<file path="src/rtl/cbr_pkg.sv">
package cbr_pkg;

   typedef enum logic [1:0] {
      PWR_HOLD = 2'b01,
      PWR_RUN  = 2'b10
   } pwr_state_t;

   function automatic int unsigned idx_width(input int unsigned n);
      return (n > 1) ? $clog2(n) : 1;
   endfunction

endpackage

</file>
<file path="src/rtl/cbr_rom.sv">
module cbr_rom #(
   parameter int unsigned WORD_W = 8,
   parameter int unsigned DEPTH  = 16,
   parameter logic [WORD_W*DEPTH-1:0] MEM_INIT = '0,
   localparam int unsigned AW = cbr_pkg::idx_width(DEPTH)
) (
   input  logic [AW-1:0]     rd_addr,
   output logic [WORD_W-1:0] rd_word
);

   logic [WORD_W-1:0] cells [DEPTH];

   for (genvar g = 0; g < DEPTH; g++) begin : g_cell
      assign cells[g] = MEM_INIT[g*WORD_W +: WORD_W];
   end

   if ((1 << AW) == DEPTH) begin : g_pow2
      assign rd_word = cells[rd_addr];
   end else begin : g_npow2
      always_comb begin
         rd_word = '0;
         if (int'(rd_addr) < DEPTH) rd_word = cells[rd_addr];
      end
   end

endmodule

</file>
<file path="src/rtl/cbr_por.sv">
module cbr_por #(
   parameter int unsigned POR_CYCLES = 16,
   localparam int unsigned CW = cbr_pkg::idx_width(POR_CYCLES + 1)
) (
   input  logic clk,
   input  logic rst_n,
   output logic por_done
);
   import cbr_pkg::*;

   pwr_state_t state;

   if (POR_CYCLES == 0) begin : g_instant
      assign state    = PWR_RUN;
      assign por_done = 1'b1;
   end else begin : g_count
      localparam logic [CW-1:0] LAST = CW'(POR_CYCLES - 1);
      logic [CW-1:0] cnt;
      pwr_state_t    st_q;

      always_ff @(posedge clk or negedge rst_n) begin
         if (!rst_n) begin
            st_q <= PWR_HOLD;
            cnt  <= '0;
         end else if (st_q == PWR_HOLD) begin
            if (cnt == LAST) st_q <= PWR_RUN;
            else             cnt  <= cnt + 1'b1;
         end
      end

      assign state    = st_q;
      assign por_done = (st_q == PWR_RUN);

      AST_POR_CNT_BOUND: assert property (@(posedge clk) disable iff (!rst_n)
         cnt <= LAST);
      AST_POR_ONEHOT: assert property (@(posedge clk) disable iff (!rst_n)
         $onehot(st_q));
   end

   logic unused_state;
   assign unused_state = ^state;

endmodule

</file>
<file path="src/rtl/cbr_walk.sv">
module cbr_walk #(
   parameter int unsigned WORD_W     = 8,
   parameter int unsigned DEPTH      = 16,
   parameter int unsigned TOTAL_BITS = 128,
   localparam int unsigned AW = cbr_pkg::idx_width(DEPTH),
   localparam int unsigned BW = cbr_pkg::idx_width(WORD_W)
) (
   input  logic          clk,
   input  logic          rst_n,
   input  logic          restart,
   input  logic          advance,
   output logic [AW-1:0] addr,
   output logic [BW-1:0] bitpos,
   output logic          finished
);

   localparam logic [AW-1:0] FIN_ADDR = AW'((TOTAL_BITS - 1) / WORD_W);
   localparam logic [BW-1:0] FIN_BIT  = BW'((TOTAL_BITS - 1) % WORD_W);
   localparam logic [BW-1:0] TOP_BIT  = BW'(WORD_W - 1);

   logic at_final;
   logic at_word_end;

   assign at_final    = (addr == FIN_ADDR) && (bitpos == FIN_BIT);
   assign at_word_end = (bitpos == TOP_BIT);

   always_ff @(posedge clk or negedge rst_n) begin
      if (!rst_n) begin
         addr     <= '0;
         bitpos   <= '0;
         finished <= 1'b0;
      end else if (restart) begin
         addr     <= '0;
         bitpos   <= '0;
         finished <= 1'b0;
      end else if (advance && !finished) begin
         if (at_final) begin
            finished <= 1'b1;
         end else if (at_word_end) begin
            bitpos <= '0;
            addr   <= addr + 1'b1;
         end else begin
            bitpos <= bitpos + 1'b1;
         end
      end
   end

   AST_RESTART_TO_ZERO: assert property (@(posedge clk) disable iff (!rst_n)
      restart |=> (addr == '0 && bitpos == '0 && !finished));
   AST_IDLE_HOLDS: assert property (@(posedge clk) disable iff (!rst_n)
      (!restart && !advance) |=> ($stable(addr) && $stable(bitpos) && $stable(finished)));
   AST_ADDR_FORWARD: assert property (@(posedge clk) disable iff (!rst_n)
      (!restart && advance) |=> (addr == $past(addr) || addr == $past(addr) + 1'b1));
   AST_FINISH_HOLDS: assert property (@(posedge clk) disable iff (!rst_n)
      (finished && !restart) |=> (finished && $stable(addr) && $stable(bitpos)));
   AST_BIT_IN_RANGE: assert property (@(posedge clk) disable iff (!rst_n)
      bitpos <= TOP_BIT);

endmodule

</file>
<file path="src/rtl/cfg_bitstream_reader.sv">
module cfg_bitstream_reader #(
   parameter int unsigned WORD_W     = 8,
   parameter int unsigned DEPTH      = 16,
   parameter int unsigned TOTAL_BITS = 128,
   parameter int unsigned POR_CYCLES = 16,
   parameter logic [WORD_W*DEPTH-1:0] MEM_INIT = {4{32'h5AC3_1E97}}
) (
   input  logic dclk,
   input  logic rst_n,
   input  logic oe,
   input  logic cs_n,
   output logic data_o,
   output logic data_oe,
   output logic casc_n,
   output logic ready_o,
   output logic ready_oe
);

   localparam int unsigned AW = cbr_pkg::idx_width(DEPTH);
   localparam int unsigned BW = cbr_pkg::idx_width(WORD_W);

   if (WORD_W < 1)                   begin : g_bad_w   $error("WORD_W must be at least 1");       end
   if (DEPTH < 1)                    begin : g_bad_d   $error("DEPTH must be at least 1");        end
   if (TOTAL_BITS < 1)               begin : g_bad_t0  $error("TOTAL_BITS must be at least 1");   end
   if (TOTAL_BITS > WORD_W * DEPTH)  begin : g_bad_t   $error("TOTAL_BITS exceeds the image");    end

   logic          por_done;
   logic          restart;
   logic          running;
   logic          finished;
   logic [AW-1:0] addr;
   logic [BW-1:0] bitpos;
   logic [WORD_W-1:0] cur_word;

   cbr_por #(.POR_CYCLES(POR_CYCLES)) u_por (
      .clk      (dclk),
      .rst_n    (rst_n),
      .por_done (por_done)
   );

   assign restart = !por_done || !oe;
   assign running = por_done && oe && !cs_n && !finished;

   cbr_walk #(
      .WORD_W     (WORD_W),
      .DEPTH      (DEPTH),
      .TOTAL_BITS (TOTAL_BITS)
   ) u_walk (
      .clk      (dclk),
      .rst_n    (rst_n),
      .restart  (restart),
      .advance  (running),
      .addr     (addr),
      .bitpos   (bitpos),
      .finished (finished)
   );

   cbr_rom #(
      .WORD_W   (WORD_W),
      .DEPTH    (DEPTH),
      .MEM_INIT (MEM_INIT)
   ) u_rom (
      .rd_addr (addr),
      .rd_word (cur_word)
   );

   if (WORD_W == 1) begin : g_single
      assign data_o = cur_word[0];
      logic unused_bit;
      assign unused_bit = ^bitpos;
   end else begin : g_msb_first
      assign data_o = cur_word[BW'(WORD_W - 1) - bitpos];
   end

   assign data_oe  = running;
   assign casc_n   = !finished;
   assign ready_o  = 1'b0;
   assign ready_oe = !por_done;

   AST_QUIET_IN_POR: assert property (@(posedge dclk) disable iff (!rst_n)
      ready_oe |-> !data_oe);
   AST_HANDOFF_QUIET: assert property (@(posedge dclk) disable iff (!rst_n)
      !casc_n |-> !data_oe);
   AST_READY_STAYS_OFF: assert property (@(posedge dclk) disable iff (!rst_n)
      !ready_oe |=> !ready_oe);
   AST_POR_NO_CASC: assert property (@(posedge dclk) disable iff (!rst_n)
      ready_oe |-> casc_n);

endmodule

</file>
<file path="config.mk">
export PLATFORM = sky130hd
export DESIGN_NAME = cfg_bitstream_reader
export DESIGN_NICKNAME = d
export VERILOG_FILES = /design/src/rtl/cbr_pkg.sv /design/src/rtl/cbr_rom.sv /design/src/rtl/cbr_por.sv /design/src/rtl/cbr_walk.sv /design/src/rtl/cfg_bitstream_reader.sv
export SDC_FILE = /design/constraint.sdc
export NUM_CORES = 1
export LEC_CHECK = 0
export ABC_AREA = 1
export ABC_CLOCK_PERIOD_IN_PS = 1600
export BUFFER_PORTS_ARGS = -buffer_cell sky130_fd_sc_hd__buf_2
export CAP_MARGIN = 10
export CORE_MARGIN = 2
export CORE_UTILIZATION = 50
export DETAILED_ROUTE_END_ITERATION = 7
export PLACE_DENSITY = 0.71
export SLEW_MARGIN = 10
export SYNTH_ARGS = -nofsm -noshare
export SYNTH_HDL_FRONTEND = slang
export SYNTH_SLANG_ARGS = --single-unit
export TNS_END_PERCENT = 50
</file>
<file path="constraint.sdc">
create_clock -name dclk -period 1.6 [get_ports dclk]
set_input_delay 0.32 -clock dclk [delete_from_list [all_inputs] [get_ports dclk]]
set_output_delay 0.32 -clock dclk [all_outputs]
set_load 0.02 [all_outputs]
</file>
==> impl_metrics.prom <==
# TYPE chip_impl_metric gauge
chip_impl_metric{name="yosysUniqueCellTypes",unit=""} 25
chip_impl_metric{name="fin_area",unit="sq um"} 1119
chip_impl_info{name="yosys.area.top_type",value="sky130_fd_sc_hd__dfrtp_1"} 1
chip_impl_metric{name="clk_pin_slew_worst_paths",unit="ps"} 90
chip_impl_metric{name="p_sw_share",unit="%"} 22.27
chip_impl_metric{name="io_buffer_count",unit=""} 7
chip_impl_metric{name="multi_input_comb_area",unit="sq um"} 499.2
chip_impl_metric{name="power_frac_seq",unit="%"} 61.8
chip_impl_metric{name="ir_worst_vdd",unit="mV"} 0.5073
chip_impl_info{name="violations",value="negative setup slack"} 1
chip_impl_info{name="clock-root-buffer",value="sky130_fd_sc_hd__clkbuf_4"} 1
chip_impl_metric{name="number_of_global_route_vias_before_repair",unit=""} 660
chip_impl_metric{name="power_per_cell_area",unit="nW/um^2"} 547.9
chip_impl_metric{name="setup_slack",unit="ps"} -106.4
chip_impl_info{name="critical_path.startpoint_type",value="register"} 1
chip_impl_metric{name="vias",unit=""} 788
chip_impl_metric{name="ios",unit=""} 9
chip_impl_metric{name="mappedNetlistNets",unit=""} 122
chip_impl_metric{name="cp_num_buf_inv",unit=""} 2
chip_impl_info{name="grt_setup_unrepaired",value="true"} 1
chip_impl_metric{name="global_route.usage.total",unit="%"} 17.97
chip_impl_metric{name="hold-worst-slack",unit="ps"} 386.4
chip_impl_metric{name="grt_remaining_overflow",unit=""} 0
chip_impl_metric{name="critical_path_fanout_max",unit=""} 5
chip_impl_metric{name="regArea",unit="sq um"} 379.1
chip_impl_info{name="r2r-start",value="u_walk.addr[0]"} 1
chip_impl_metric{name="number_of_flops_mapped_to_enable_cells_by_yosys",unit=""} 0
chip_impl_metric{name="switching_power",unit="uW"} 136.5
chip_impl_metric{name="insertedDiodeCount",unit=""} 0
chip_impl_metric{name="maxCapViolations",unit=""} 0
chip_impl_metric{name="critical-path-max-stage-delay",unit="ps"} 440
chip_impl_info{name="cp_top_family",value="flip-flops"} 1
chip_impl_info{name="worstSetupPathType",value="register to output port"} 1
chip_impl_metric{name="setup_viol_count_final",unit=""} 1
chip_impl_metric{name="filler_cell_count",unit=""} 149
chip_impl_info{name="min_delay_src",value="cs_n"} 1
chip_impl_metric{name="cts.sinks",unit=""} 15
chip_impl_metric{name="p_int",unit="uW"} 476.3
chip_impl_metric{name="place_congestion",unit=""} 0.7761
chip_impl_metric{name="remaining_drc_errors",unit=""} 0
chip_impl_info{name="run_status",value="finished with violations"} 1
chip_impl_metric{name="viasPerCell",unit=""} 5.051
chip_impl_metric{name="dpl_cell_area",unit="sq um"} 974.7
chip_impl_info{name="clock_tree_from_tritoncts",value="yes"} 1
chip_impl_metric{name="detailedRoute.firstPassIterationCount",unit=""} 4
chip_impl_info{name="worstSetupStartpoint",value="u_walk.addr[1]"} 1
chip_impl_metric{name="htree_num_levels",unit=""} 1
chip_impl_info{name="post_synth_most_frequent_cells",value="sky130_fd_sc_hd__nand2_1 (29), sky130_fd_sc_hd__dfrtp_1 (14), sky130_fd_sc_hd__inv_1 (13), sky130_fd_sc_hd__nor2_1 (11), sky130_fd_sc_hd__nand3_1 (8)"} 1
chip_impl_metric{name="timing.final.crit_period",unit="ps"} 1706
chip_impl_metric{name="finalHoldViolCount",unit=""} 0
chip_impl_metric{name="cts_max_path_buffers",unit=""} 2
chip_impl_metric{name="yosys_warnings",unit=""} 0
chip_impl_metric{name="post_route_antenna_net_violation_count",unit=""} 0
chip_impl_metric{name="synth.top_cell.area_share",unit="%"} 38.57
chip_impl_metric{name="row_count",unit=""} 15
chip_impl_metric{name="period_share",unit="%"} 106.6
chip_impl_metric{name="max_freq",unit="GHz"} 0.5860
chip_impl_metric{name="clk_latency",unit="ps"} 290
chip_impl_metric{name="die_outline_width",unit="um"} 46.63
chip_impl_info{name="hold_path_class",value="input port to register"} 1
chip_impl_metric{name="first_pass_grt_wire_length",unit="um"} 2691
chip_impl_metric{name="share_comb_of_total_power",unit="%"} 2.9
chip_impl_metric{name="synth_seq_cells",unit=""} 15
chip_impl_metric{name="initial_utilization",unit="%"} 52.61
chip_impl_metric{name="synth_sequential_area_ratio",unit="%"} 41.46
chip_impl_metric{name="power.leakage",unit="nW"} 0.5452
chip_impl_metric{name="die_boundary_height",unit="um"} 46.63
chip_impl_metric{name="worst_ep_arrival_time",unit="ps"} 1390
chip_impl_metric{name="syn_area",unit="sq um"} 908.4
chip_impl_metric{name="grt_start_max_net_pins",unit=""} 16
chip_impl_metric{name="synthToLayoutAreaGrowth",unit="%"} 23.14
chip_impl_info{name="synth_ff_type",value="sky130_fd_sc_hd__dfrtp_1"} 1
chip_impl_metric{name="routed_wire_per_std_cell",unit="um"} 11.30
chip_impl_metric{name="dr.first_iter.drc_count",unit=""} 27
chip_impl_info{name="critical_path_cell_sequence",value="ha_2, inv_2, nand2_2, a21oi_2, o21ai_1, nand2_1, buf_6"} 1
chip_impl_metric{name="layout.nets",unit=""} 142
chip_impl_metric{name="skew",unit="ps"} 1.362
chip_impl_metric{name="die-area",unit="sq um"} 2174
chip_impl_metric{name="place_hpwl",unit="um"} 1175
chip_impl_metric{name="pwr-share-clk",unit="%"} 35.3
chip_impl_metric{name="synthCells",unit=""} 112
chip_impl_info{name="crit_path_end_kind",value="output port"} 1
chip_impl_metric{name="final_number_of_max_transition_violations",unit=""} 0
chip_impl_info{name="critical-path-slowest-cell",value="sky130_fd_sc_hd__dfrtp_1"} 1
chip_impl_metric{name="synth_area_per_cell",unit="sq um"} 8.110
chip_impl_metric{name="final_layout_size_suffix_gt1_share",unit="%"} 31.30
chip_impl_metric{name="wl",unit="um"} 1763
chip_impl_metric{name="required",unit="ps"} 1280
chip_impl_metric{name="grt_antenna_before_repair",unit=""} 0
chip_impl_metric{name="synth_async_sr_flop_share",unit="%"} 100.0
chip_impl_metric{name="core_area",unit="sq um"} 1727
chip_impl_info{name="yosysMostFrequentCell",value="sky130_fd_sc_hd__nand2_1"} 1
chip_impl_info{name="top_cells_by_area_in_the_synthesized_netlist",value="sky130_fd_sc_hd__dfrtp_1 (39%), sky130_fd_sc_hd__nand2_1 (12%), sky130_fd_sc_hd__ha_1 (8.3%)"} 1
chip_impl_metric{name="cts_made_buffers",unit=""} 3
routing by layer:
metal	vias to the layer above	wire length [um]	share of wire (%)	track usage, %
met5	-	0	0	0
met4	0	40	2.3	10.00
met3	5	70	4.0	3.529
met2	25	855	48	27.22
met1	361	796	45	23.84
li1	397	-	-	-
sequential cells by signal (all words and copies together), names as in the netlist:
name	flops
u_por.g_count.cnt	5
u_walk.bitpos	3
u_walk.finished	1
u_por.g_count.st_q	2
u_walk.addr	4
tightest hold or removal path, delay by kind of cell:
family                 cells  cell delay [ps]
AO/OA/AOI/OAI              1               50
buffers and inverters      2              190
AND/OR/NAND/NOR            1               70
cell families (layout without fill, tap and decap cells):
kind of cell,after synthesis,in the layout,synth area share [%]
AOI/OAI and AO/OA,14,14,9.505
DFF,15,15,41.46
and+or+nand+nor,57,57,29.89
xor gates and xnor gates,3,3,2.893
adders and majority gates,6,6,8.264
buffers and inverters,16,35,7.576
other,1,1,0.4128
cell type report:
type                       instances  share of cell area (%)
clock buffer                       3                   2.013
clock inverter                     1                  0.4474
inverter                          15                   5.705
multi-input combinational         81                   44.63
sequential                        15                   33.89
tap                               25                   2.796
timing repair buffer              16                   10.51
per-stage QoR:
stage               TNS, ps  setup slack, ps  total power, mW  std cells  util (%)
finish               -106.4           -106.4           0.6128        156     64.78
CTS                  -169.4           -156.1           0.6219        151     60.58
global placement          0            103.3           0.4018        144     56.45
floorplan                 0            158.9           0.3910        112         -
detailed placement   -7.144           -7.144           0.4019        144     56.45
global route         -213.3           -191.0           0.6438        156     64.78
worst paths after layout:
path | cells past startpoint | end | slack, ps
setup reg to reg | 8 | u_walk.addr[2] | 50
max in group asynchronous | 2 | u_por.g_count.st_q[0] | 840
setup / recovery | 7 | data_o | -110
hold reg to reg | 1 | u_por.g_count.cnt[3] | 490
min in group asynchronous | 2 | u_walk.finished | 460
hold / removal | 4 | u_walk.finished | 390
what timing repair did:
action,in CTS,in global routing
endpoints found under the setup margin,4,8
gates resized for setup,9,12
pin swaps,2,2
hold buffers,1,0
buffers inserted,2,5
hold endpoints to repair,14,0
placed cells by master (no fill, tap or decap), types with 4 or more instances in the layout:
| master | netlist | routed |
|---|---|---|
| sky130_fd_sc_hd__dfrtp_1 | 14 | 12 |
| sky130_fd_sc_hd__buf_2 | 0 | 5 |
| sky130_fd_sc_hd__o21ai_0 | 6 | 4 |
| sky130_fd_sc_hd__buf_4 | 1 | 8 |
| sky130_fd_sc_hd__nor2_1 | 11 | 8 |
| sky130_fd_sc_hd__nand2_1 | 29 | 27 |
| sky130_fd_sc_hd__nand3_1 | 8 | 7 |
| sky130_fd_sc_hd__inv_1 | 13 | 11 |
| sky130_fd_sc_hd__ha_1 | 6 | 5 |
| sky130_fd_sc_hd__a21oi_1 | 5 | 4 |
power by group through the flow:
stage | Combinational (mW) | Clock, mW | Sequential (mW)
2_1_floorplan | 0.00461 | 0 | 0.386
3_3_place_gp | 0.0155 | 0 | 0.386
3_5_place_dp | 0.0156 | 0 | 0.386
4_1_cts | 0.0177 | 0.225 | 0.379
5_1_grt | 0.0207 | 0.244 | 0.379
6_report | 0.0177 | 0.216 | 0.379
No activity file was read; power rests on OpenSTA's default activity.
